==> config.mk <==
export PLATFORM = sky130hd
export DESIGN_NAME = pulse_token_xcvr
export DESIGN_NICKNAME = d
export VERILOG_FILES = /design/src/rtl/ptok_pkg.sv /design/src/rtl/ptok_glitch_filter.sv /design/src/rtl/ptok_rx_decoder.sv /design/src/rtl/ptok_tx_pulser.sv /design/src/rtl/pulse_token_xcvr.sv
export SDC_FILE = /design/constraint.sdc
export NUM_CORES = 1
export LEC_CHECK = 0
export BUFFER_PORTS_ARGS = -buffer_cell sky130_fd_sc_hd__buf_4
export CAP_MARGIN = 20
export CELL_PAD_IN_SITES_DETAIL_PLACEMENT = 2
export CELL_PAD_IN_SITES_GLOBAL_PLACEMENT = 2
export CORE_UTILIZATION = 39
export DETAILED_ROUTE_END_ITERATION = 16
export PLACE_DENSITY_LB_ADDON = 0.08
export SLEW_MARGIN = 40
export SYNTH_ARGS = -nofsm -noshare
export SYNTH_HDL_FRONTEND = slang
export SYNTH_SLANG_ARGS = --single-unit
==> constraint.sdc <==
create_clock -name clk_i -period 2.9 [get_ports clk_i]
set_input_delay 0.145 -clock clk_i [delete_from_list [all_inputs] [get_ports clk_i]]
set_output_delay 0.145 -clock clk_i [all_outputs]
set_load 0.005 [all_outputs]
==> src/rtl/ptok_pkg.sv <==
package ptok_pkg;

  typedef enum logic [2:0] {
    ST_SLEEP,
    ST_WLOW,
    ST_SETTLE,
    ST_IDLE,
    ST_LOW1,
    ST_WIN
  } rx_state_e;

  // Converts a duration in nanoseconds to whole clock cycles, at least one.
  function automatic int unsigned ns_to_cyc(int unsigned clk_hz, int unsigned ns);
    longint unsigned prod;
    prod = (longint'(clk_hz) * longint'(ns)) / 64'd1_000_000_000;
    if (prod == 0) return 1;
    return int'(prod);
  endfunction

  // True when a first-pulse width (in cycles) lies inside the accepted range.
  function automatic logic start_in_range(int unsigned w, int unsigned lo, int unsigned hi);
    return (w >= lo) && (w <= hi);
  endfunction

  // True when the transmitter should pull the line low at window position pos.
  function automatic logic tx_low_at(int unsigned pos, logic b, int unsigned p);
    if (pos < p) return 1'b1;
    if (!b && pos >= 2 * p && pos < 3 * p) return 1'b1;
    return 1'b0;
  endfunction

endpackage

==> src/rtl/ptok_glitch_filter.sv <==
module ptok_glitch_filter #(
  parameter int unsigned N_AWAKE = 2,
  parameter int unsigned N_SLEEP = 100
) (
  input  logic clk_i,
  input  logic rst_ni,
  input  logic raw_i,
  input  logic awake_i,
  output logic level_o,
  output logic fell_o
);
  localparam int unsigned FW = $clog2(N_SLEEP + 1);

  logic [1:0]    sync_q;
  logic          level_q;
  logic          prev_q;
  logic [FW-1:0] fcnt_q;
  logic [FW-1:0] lim;

  assign lim = awake_i ? FW'(N_AWAKE - 1) : FW'(N_SLEEP - 1);

  always_ff @(posedge clk_i or negedge rst_ni) begin
    if (!rst_ni) begin
      sync_q  <= 2'b11;
      level_q <= 1'b1;
      prev_q  <= 1'b1;
      fcnt_q  <= '0;
    end else begin
      sync_q <= {sync_q[0], raw_i};
      prev_q <= level_q;
      if (sync_q[1] != level_q) begin
        if (fcnt_q >= lim) begin
          level_q <= sync_q[1];
          fcnt_q  <= '0;
        end else begin
          fcnt_q <= fcnt_q + FW'(1);
        end
      end else begin
        fcnt_q <= '0;
      end
    end
  end

  assign level_o = level_q;
  assign fell_o  = prev_q & ~level_q;

  AST_FILT_FOLLOWS_SYNC: assert property (@(posedge clk_i) disable iff (!rst_ni)
    (level_q != $past(level_q)) |-> ($past(sync_q[1]) == level_q));

endmodule

==> src/rtl/ptok_rx_decoder.sv <==
module ptok_rx_decoder
  import ptok_pkg::*;
#(
  parameter int unsigned WAKE_LOW_C  = 3000,
  parameter int unsigned WAKE_HIGH_C = 50000,
  parameter int unsigned ST_MIN_C    = 205,
  parameter int unsigned ST_MAX_C    = 228,
  parameter int unsigned WIN_C       = 1500,
  parameter int unsigned CW          = 16
) (
  input  logic clk_i,
  input  logic rst_ni,
  input  logic level_i,
  input  logic fell_i,
  input  logic sleep_i,
  input  logic rx_gate_i,
  output logic awake_o,
  output logic rx_valid_o,
  output logic rx_bit_o,
  output logic rx_ferr_o,
  output logic wake_o
);
  localparam logic [CW-1:0] WLOW_LAST  = CW'(WAKE_LOW_C - 1);
  localparam logic [CW-1:0] WHIGH_LAST = CW'(WAKE_HIGH_C - 1);
  localparam logic [CW-1:0] WIN_LAST   = CW'(WIN_C - 1);

  rx_state_e     state_q;
  logic [CW-1:0] cnt_q;
  logic [CW-1:0] wcnt_q;
  logic [1:0]    ecnt_q;
  logic          in_awake;

  assign in_awake = (state_q == ST_IDLE) || (state_q == ST_LOW1) || (state_q == ST_WIN);
  assign awake_o  = in_awake;

  always_ff @(posedge clk_i or negedge rst_ni) begin
    if (!rst_ni) begin
      state_q    <= ST_SLEEP;
      cnt_q      <= '0;
      wcnt_q     <= '0;
      ecnt_q     <= '0;
      rx_valid_o <= 1'b0;
      rx_bit_o   <= 1'b0;
      rx_ferr_o  <= 1'b0;
      wake_o     <= 1'b0;
    end else begin
      rx_valid_o <= 1'b0;
      rx_ferr_o  <= 1'b0;
      wake_o     <= 1'b0;
      if (sleep_i) begin
        state_q <= ST_SLEEP;
        cnt_q   <= '0;
      end else if (rx_gate_i && in_awake) begin
        state_q <= ST_IDLE;
      end else begin
        case (state_q)
          ST_SLEEP: begin
            if (!level_i) begin
              state_q <= ST_WLOW;
              cnt_q   <= CW'(1);
            end
          end
          ST_WLOW: begin
            if (level_i) begin
              state_q <= ST_SLEEP;
            end else if (cnt_q >= WLOW_LAST) begin
              state_q <= ST_SETTLE;
              cnt_q   <= '0;
            end else begin
              cnt_q <= cnt_q + CW'(1);
            end
          end
          ST_SETTLE: begin
            if (!level_i) begin
              cnt_q <= '0;
            end else if (cnt_q >= WHIGH_LAST) begin
              wake_o  <= 1'b1;
              state_q <= ST_IDLE;
            end else begin
              cnt_q <= cnt_q + CW'(1);
            end
          end
          ST_IDLE: begin
            if (fell_i) begin
              state_q <= ST_LOW1;
              cnt_q   <= CW'(1);
              wcnt_q  <= CW'(1);
              ecnt_q  <= 2'd1;
            end
          end
          ST_LOW1: begin
            wcnt_q <= wcnt_q + CW'(1);
            if (level_i) begin
              if (start_in_range(32'(cnt_q), ST_MIN_C, ST_MAX_C)) begin
                state_q <= ST_WIN;
              end else begin
                rx_ferr_o <= 1'b1;
                state_q   <= ST_IDLE;
              end
            end else if (cnt_q >= WLOW_LAST) begin
              state_q <= ST_SETTLE;
              cnt_q   <= '0;
            end else begin
              cnt_q <= cnt_q + CW'(1);
            end
          end
          ST_WIN: begin
            if (fell_i && ecnt_q != 2'd3) ecnt_q <= ecnt_q + 2'd1;
            if (wcnt_q >= WIN_LAST) begin
              state_q <= ST_IDLE;
              if (ecnt_q == 2'd1) begin
                rx_valid_o <= 1'b1;
                rx_bit_o   <= 1'b1;
              end else if (ecnt_q == 2'd2) begin
                rx_valid_o <= 1'b1;
                rx_bit_o   <= 1'b0;
              end else begin
                rx_ferr_o <= 1'b1;
              end
            end else begin
              wcnt_q <= wcnt_q + CW'(1);
            end
          end
          default: state_q <= ST_SLEEP;
        endcase
      end
    end
  end

  AST_VALID_NOT_FERR: assert property (@(posedge clk_i) disable iff (!rst_ni)
    !(rx_valid_o && rx_ferr_o));
  AST_VALID_ONLY_AWAKE: assert property (@(posedge clk_i) disable iff (!rst_ni)
    rx_valid_o |-> awake_o);
  AST_NO_RX_WHILE_GATED: assert property (@(posedge clk_i) disable iff (!rst_ni)
    rx_gate_i |=> !rx_valid_o);
  AST_WAKE_AFTER_HIGH: assert property (@(posedge clk_i) disable iff (!rst_ni)
    wake_o |-> ($past(level_i) && awake_o));
  AST_WAKE_SINGLE: assert property (@(posedge clk_i) disable iff (!rst_ni)
    wake_o |=> !wake_o);

endmodule

==> src/rtl/ptok_tx_pulser.sv <==
module ptok_tx_pulser
  import ptok_pkg::*;
#(
  parameter int unsigned PULSE_C = 217,
  parameter int unsigned BIT_C   = 3000,
  parameter int unsigned TW      = 12
) (
  input  logic clk_i,
  input  logic rst_ni,
  input  logic start_i,
  input  logic bit_i,
  output logic busy_o,
  output logic drv_n_o
);
  localparam logic [TW-1:0] BIT_LAST = TW'(BIT_C - 1);

  logic          busy_q;
  logic          bit_q;
  logic [TW-1:0] pos_q;

  always_ff @(posedge clk_i or negedge rst_ni) begin
    if (!rst_ni) begin
      busy_q <= 1'b0;
      bit_q  <= 1'b1;
      pos_q  <= '0;
    end else if (!busy_q) begin
      if (start_i) begin
        busy_q <= 1'b1;
        bit_q  <= bit_i;
        pos_q  <= '0;
      end
    end else if (pos_q >= BIT_LAST) begin
      busy_q <= 1'b0;
    end else begin
      pos_q <= pos_q + TW'(1);
    end
  end

  assign busy_o  = busy_q;
  assign drv_n_o = ~(busy_q && tx_low_at(32'(pos_q), bit_q, PULSE_C));

  AST_TX_STARTS_LOW: assert property (@(posedge clk_i) disable iff (!rst_ni)
    $rose(busy_q) |-> !drv_n_o);
  AST_TX_BIT_HELD: assert property (@(posedge clk_i) disable iff (!rst_ni)
    (busy_q && $past(busy_q)) |-> $stable(bit_q));

endmodule

==> src/rtl/pulse_token_xcvr.sv <==
module pulse_token_xcvr
  import ptok_pkg::*;
#(
  parameter int unsigned CLK_HZ          = 50_000_000,
  parameter int unsigned WAKE_LOW_NS     = 60_000,
  parameter int unsigned WAKE_HIGH_NS    = 1_000_000,
  parameter int unsigned START_MIN_NS    = 4_100,
  parameter int unsigned START_MAX_NS    = 4_560,
  parameter int unsigned RX_WIN_NS       = 30_000,
  parameter int unsigned TX_PULSE_NS     = 4_340,
  parameter int unsigned TX_BIT_NS       = 60_000,
  parameter int unsigned GLITCH_AWAKE_NS = 45,
  parameter int unsigned GLITCH_SLEEP_NS = 2_000
) (
  input  logic clk_i,
  input  logic rst_ni,
  input  logic line_i,
  input  logic sleep_i,
  input  logic tx_en_i,
  input  logic tx_req_i,
  input  logic tx_bit_i,
  output logic line_drv_n_o,
  output logic tx_busy_o,
  output logic rx_valid_o,
  output logic rx_bit_o,
  output logic rx_ferr_o,
  output logic wake_o,
  output logic awake_o
);
  localparam int unsigned WLOW_C   = ns_to_cyc(CLK_HZ, WAKE_LOW_NS);
  localparam int unsigned WHIGH_C  = ns_to_cyc(CLK_HZ, WAKE_HIGH_NS);
  localparam int unsigned SMIN_C   = ns_to_cyc(CLK_HZ, START_MIN_NS);
  localparam int unsigned SMAX_C   = ns_to_cyc(CLK_HZ, START_MAX_NS);
  localparam int unsigned WIN_C    = ns_to_cyc(CLK_HZ, RX_WIN_NS);
  localparam int unsigned PULSE_C  = ns_to_cyc(CLK_HZ, TX_PULSE_NS);
  localparam int unsigned TBIT_C   = ns_to_cyc(CLK_HZ, TX_BIT_NS);
  localparam int unsigned GA_C     = ns_to_cyc(CLK_HZ, GLITCH_AWAKE_NS);
  localparam int unsigned GS_C     = ns_to_cyc(CLK_HZ, GLITCH_SLEEP_NS);
  localparam int unsigned RX_MAX_C = (WHIGH_C > WLOW_C) ?
                                     ((WHIGH_C > WIN_C) ? WHIGH_C : WIN_C) :
                                     ((WLOW_C > WIN_C) ? WLOW_C : WIN_C);
  localparam int unsigned RX_CW    = $clog2(RX_MAX_C + 1);
  localparam int unsigned TX_CW    = $clog2(TBIT_C + 1);

  logic level;
  logic fell;
  logic awake;
  logic rx_gate;
  logic tx_start;

  assign rx_gate  = tx_en_i | tx_busy_o;
  assign tx_start = tx_req_i & tx_en_i & ~tx_busy_o;
  assign awake_o  = awake;

  ptok_glitch_filter #(
    .N_AWAKE(GA_C),
    .N_SLEEP(GS_C)
  ) filt_i (
    .clk_i  (clk_i),
    .rst_ni (rst_ni),
    .raw_i  (line_i),
    .awake_i(awake),
    .level_o(level),
    .fell_o (fell)
  );

  ptok_rx_decoder #(
    .WAKE_LOW_C (WLOW_C),
    .WAKE_HIGH_C(WHIGH_C),
    .ST_MIN_C   (SMIN_C),
    .ST_MAX_C   (SMAX_C),
    .WIN_C      (WIN_C),
    .CW         (RX_CW)
  ) rx_i (
    .clk_i     (clk_i),
    .rst_ni    (rst_ni),
    .level_i   (level),
    .fell_i    (fell),
    .sleep_i   (sleep_i),
    .rx_gate_i (rx_gate),
    .awake_o   (awake),
    .rx_valid_o(rx_valid_o),
    .rx_bit_o  (rx_bit_o),
    .rx_ferr_o (rx_ferr_o),
    .wake_o    (wake_o)
  );

  ptok_tx_pulser #(
    .PULSE_C(PULSE_C),
    .BIT_C  (TBIT_C),
    .TW     (TX_CW)
  ) tx_i (
    .clk_i  (clk_i),
    .rst_ni (rst_ni),
    .start_i(tx_start),
    .bit_i  (tx_bit_i),
    .busy_o (tx_busy_o),
    .drv_n_o(line_drv_n_o)
  );

  AST_TX_NEEDS_ENABLE: assert property (@(posedge clk_i) disable iff (!rst_ni)
    $rose(tx_busy_o) |-> $past(tx_en_i));

endmodule

# Word-level counts from Yosys, hierarchy flattened
# Index checks and enable logic that the tools add are counted.
# totals
wordCells	149
inputBits	7
register_bits	66
output_inout_bits	7
# classes
order_cmp	10
n_mux	63
n_eq_ne	23
n_bitwise	9
n_reduce_logical	24
add_sub_neg	5
# ops
operator	count
$mux W16	9
$pmux W16 S4	1
$pmux W16 S3	1
$mux W12	3
$mux W3	11
$add A16 B1 Y16 const B	2
$mux W1	30
$mux W7	3
$reduce_and A5 Y1	4
$pmux W3 S6	1
$ge A16 B11 Y1 const B	1
$ge A16 B12 Y1 const B	1
$ge A16 B16 Y1 const B	1
$ge A16 B8 Y1 const B	1
$le A16 B8 Y1 const B	1
$add A12 B1 Y12 const B	1
$ge A12 B12 Y1 const B	1
$ge A12 B9 Y1 const B	1
$lt A12 B10 Y1 const B	1
$lt A12 B8 Y1 const B	1
$ne A4 B3 Y1 const B	3
$ne A2 B2 Y1 const B	5
$ne A4 B4 Y1 const B	2
$add A7 B1 Y7 const B	1
28 further kinds	48

# Longest topological paths before layout
# logic_depth
word_depth	9
depth_mapped	10
mapped_depth_nobuf	9

# Hierarchy
# Synthesis repeated with hierarchy kept, for this count alone.
# hier_totals
cells_unflattened	479
area_unflattened_um2	4404.2
# modules_own_cells
mod	n_inst	area_per_inst_um2	seq_area_each_um2	cells_per_inst
ptok_rx_decoder	1	2915.3	1026.0	335
ptok_tx_pulser	1	935.9	351.6	98
ptok_glitch_filter	1	536.8	280.3	44
pulse_token_xcvr	1	16.3	0.0	2

# Least setup slack after synthesis
# No wires, ideal clock.
# synth_path
path_type	register -> register
startpoint	register rx_i.wcnt_q[0]
endpoint	register rx_i.wcnt_q[13]
t_arrival_ns	2.090
path_stages_with_launch	8
n_path_buf	0
required_time_ns	2.822
synth_period_minus_slack_ns	2.167
setup_slack_ns	0.733
cell_sequence	dfrtp_1 > ha_1 > o211a_1 > o211a_1 > nor3_2 > o21ai_2 > or4_1 > a21oi_1
# synth_between
elab_chain_len	3
# synth_lines
element	line_no	rtl
from (decl)	ptok_rx_decoder.sv:29	logic [CW-1:0] wcnt_q;
from (signal assigned)	ptok_rx_decoder.sv:92	wcnt_q <= wcnt_q + CW'(1);
from (signal assigned)	ptok_rx_decoder.sv:121	wcnt_q <= wcnt_q + CW'(1);
$add A16 B1 Y16 / $ge A16 B11 Y1 (equally long branches)	ptok_rx_decoder.sv:92, ptok_rx_decoder.sv:121, ptok_rx_decoder.sv:109	
$mux W16 / $ne A2 B2 Y1 (equally long branches)	--	
$pmux W16 S3 / $reduce_and A5 Y1 (equally long branches)	--	
# Several ways; a longest one is shown, not always the timed one. The select of a mux whose other input is x is not followed.
# A chain may end at the register's enable or synchronous reset.

# Worst setup path after layout
# layout_path
startpoint	register rx_i.state_q[1]
endpoint	register rx_i.wcnt_q[15]
# layout_between
elab_chain_len	6
# layout_lines
element	line_no	rtl
from (decl)	ptok_rx_decoder.sv:27	rx_state_e state_q;
from (signal assigned)	ptok_rx_decoder.sv:38	state_q <= ST_SLEEP;
from (signal assigned)	ptok_rx_decoder.sv:51	state_q <= ST_SLEEP;
from (signal assigned)	ptok_rx_decoder.sv:54	state_q <= ST_IDLE;
$eq A3 B2 Y1 / $eq A3 B3 Y1 (equally long branches)	ptok_rx_decoder.sv:33, ptok_rx_decoder.sv:56	
$logic_or A1 B1 Y1 (2 in series)	ptok_rx_decoder.sv:33	assign in_awake = (state_q == ST_IDLE) || (state_q == ST_LOW1) || (state_q == ST_WIN);
$logic_and A1 B1 Y1	ptok_rx_decoder.sv:53	end else if (rx_gate_i && in_awake) begin
$not A1 Y1 (no source line)	--	
$reduce_and A5 Y1 (no source line)	--	
# Several ways; a longest one is shown, not always the timed one.

==> results.py <==
metrics = {
    "min_path": {
        "hp-class": "input pin to flip-flop",
        "min_path_cells": 2,
    },
    "run": {
        "cap_violations": 0,
    },
    "timing": {
        "period_minus_slack_ps": 2530,
        "final_max_slew_viol_count": 0,
        "finalHoldViolations": 0,
        "period_share": 0.871,
        "rsz0062_at_grt": "false",
        "tightest_slew_ps": 647,
        "tns_ps": 0,
        "slew_headroom": 0.565,
        "finalClockSkew_ps": 8.78,
        "setup_ws_ps": 374,
        "fmax_mhz": 396,
        "setup_viol": 0,
    },
    "logic_synthesis": {
        "synth_common_cells": "61 x dfrtp_1, 48 x nor2_1, 43 x nand2_1, 33 x o21ai_0, 28 x nand3_1",
        "synth_edf_count": 0,
        "synth_ff_type": "dfrtp_1",
        "ys.warnings.count": 0,
        "async_flop_share": 1.00,
        "yosysMostFrequentCell": "dfrtp_1",
        "synthesis.area_um2": 3940,
        "ys_seq_elements": 66,
        "yosys-top-cells-area": "dfrtp_1 39%, nor2_1 4.6%, ha_1 4.5%, o21ai_0 4.2%, nand2_1 4.1%",
        "netlist-cell-type-count": 62,
        "yosys.area.top_type": "dfrtp_1",
        "syn-num-nets": 472,
        "yosysSeqAreaShare": 0.421,
        "synth_top_cell_area_share": 0.388,
        "postSynthCellCount": 451,
        "synth_area_per_cell_um2": 8.73,
    },
    "worst_setup_path": {
        "critPathLaunchType": "flip-flop",
        "crit_top_cell": "a21oi_1",
        "max_stage_delay_ps": 560,
        "criticalPathCategory": "flip-flop to flip-flop",
        "reg2regPathDepth": 6,
        "crit_required_ps": 3180,
        "crit_path_end_kind": "flip-flop",
        "worstPathMaxFanout": 17,
        "crit_chain": "nand2b_1 > a21oi_1 > nor2_1 > o21ai_2 > or4_1 > a21oi_1",
        "cp.arrival_ps": 2800,
        "cpMaxStageDelayCell": "or4_1",
    },
    "routing": {
        "ant_nets": 0,
        "first_iter_violations": 74,
        "routed_via_density": 5.76,
        "drc": 0,
        "wl_per_cell_um": 18.0,
        "wl_um": 10800,
        "drtPass1Iterations": 4,
        "dr_total_vias": 3469,
    },
    "place": {
        "dp_worst_setup_slack_ps": 392,
        "io_buffers": 13,
        "dp.cells": 584,
        "gp_congestion": 0.802,
        "dp_hpwl_um": 7680,
    },
    "global_routing": {
        "antenna_found_initial": 0,
        "grt_max_degree": 67,
        "grt.overflow.total": 0,
        "grtUsageTotal": 0.228,
        "grt_first_pass_wirelength_um": 18400,
        "first_global_vias": 3689,
    },
    "die": {
        "die_x_um": 102,
        "die_h_um": 102,
        "start_util": 0.403,
        "design.die.area_um2": 10500,
        "core_region_area_um2": 9770,
        "rows": 36,
        "io_pins": 14,
    },
    "final_layout": {
        "drive_gt1_frac": 0.111,
        "syn2layout_area_growth_pct": 11.3,
        "diodes": 0,
        "fin_nets": 485,
        "layoutNonFillerInstCount": 602,
    },
    "clock_network": {
        "clk_pin_slew_ps": 80,
        "tritoncts": "done",
        "cts-root-buf": "clkbuf_8",
        "clock_sinks": 66,
        "htreeDepth": 3,
        "cts_setup_buffers": 0,
        "holdBufCountCts": 2,
        "clock_latency_ps": 360,
        "post_cts_resized": 0,
        "cts_buffers": 9,
        "cts_buffer_depth": 2,
    },
    "pwr": {
        "ir_drop_mv": 0.388,
        "total_leakage_power_nw": 1.89,
        "power_density_nw_per_um2": 494,
    },
    "run_status": {
        "outcome": "finished clean",
    },
}
## layout by cell type, fill, tap and decap left out, drive strengths merged, types with 4 or more instances in the layout
master	netlist	routed
dfrtp	61	61
nor2	48	48
nand2	43	43
o21ai	34	34
nand3	28	28
a21oi	24	24
inv	21	21
buf	4	20
ha	14	14
xor2	13	13
clkbuf	16	13
and3	10	10
nand2b	10	10
nor3	10	10
o22ai	9	9
o31ai	8	8
or4	8	8
nor4	7	7
a211oi	6	6
or3	6	6
nand4	6	6
dfstp	5	5
o211ai	5	5
xnor2	4	4
mux2	4	4
o21a	4	4
## kinds of logic (layout without fill, tap and decap cells)
| family | Yosys count | in the layout | share of synthesized area |
|---|---|---|---|
| AO/OA/AOI/OAI | 120 | 120 | 0.202 |
| multiplexers | 5 | 5 | 0.0140 |
| buffers and inverters | 41 | 59 | 0.0420 |
| flip-flops | 66 | 66 | 0.421 |
| XOR/XNOR | 17 | 17 | 0.0378 |
| AND/OR/NAND/NOR | 187 | 187 | 0.236 |
| adder cells (fa/ha/maj) | 15 | 15 | 0.0470 |
## state kept, by name (all words and copies together) (netlist names)
name             flops
rx_i.wake_o          1
tx_i.bit_q           1
tx_i.busy_o          1
rx_i.rx_bit_o        1
tx_i.pos_q          12
filt_i.prev_q        1
filt_i.fcnt_q        7
rx_i.state_q         3
rx_i.wcnt_q         16
rx_i.ecnt_q          2
filt_i.sync_q        2
rx_i.rx_valid_o      1
rx_i.cnt_q          16
rx_i.rx_ferr_o       1
filt_i.level_o       1
## power by group
part | total, mW | switching, mW | internal, mW
clock network | 0.783 | 0.363 | 0.419
logic | 0.285 | 0.165 | 0.121
registers | 1.10 | 0.107 | 0.989
## worst max-delay path: cells and delay by family (launching register included)
family	cells	cell delay [ps]
simple gates	3	1410
compound gates	3	690
flops	1	350
## layout make-up
cell class / count / area, µm²
clock inverters: 3 / 40.0
repair buffers: 22 / 174
clock buffers: 13 / 149
well taps: 133 / 166
flip-flops and latches: 66 / 1660
inverters: 21 / 78.8
multi-input cells: 344 / 2110
fillers: 1137 / 5400
## layer usage
layer  GRT usage  routed length (µm)
met5           0                   0
met4      0.0846                 186
met3      0.0335                 178
met2       0.400                5500
met1       0.283                4960
## stage by stage
step	area (µm²)	hold WS, ps	util	power [mW]
after global placement	4170	254	0.426	1.38
final	4380	20.6	0.448	2.16
after global routing	4380	18.0	0.448	2.28
after detailed placement	4170	198	0.427	1.40
after CTS	4380	9.67	0.448	2.20
after floorplan	3940	-151	-	1.30
## final timing paths
path	slack [ps]	from	to
min in group asynchronous	370	rst_ni	rx_i.wcnt_q[9]
min reg2reg	360	filt_i.sync_q[0]	filt_i.sync_q[1]
max reg2reg	370	rx_i.state_q[1]	rx_i.wcnt_q[15]
max	370	rx_i.state_q[1]	rx_i.wcnt_q[15]
max in group asynchronous	2080	rst_ni	filt_i.fcnt_q[0]
min	20	tx_bit_i	tx_i.bit_q
Note: power is estimated with default switching activity, not from simulation.
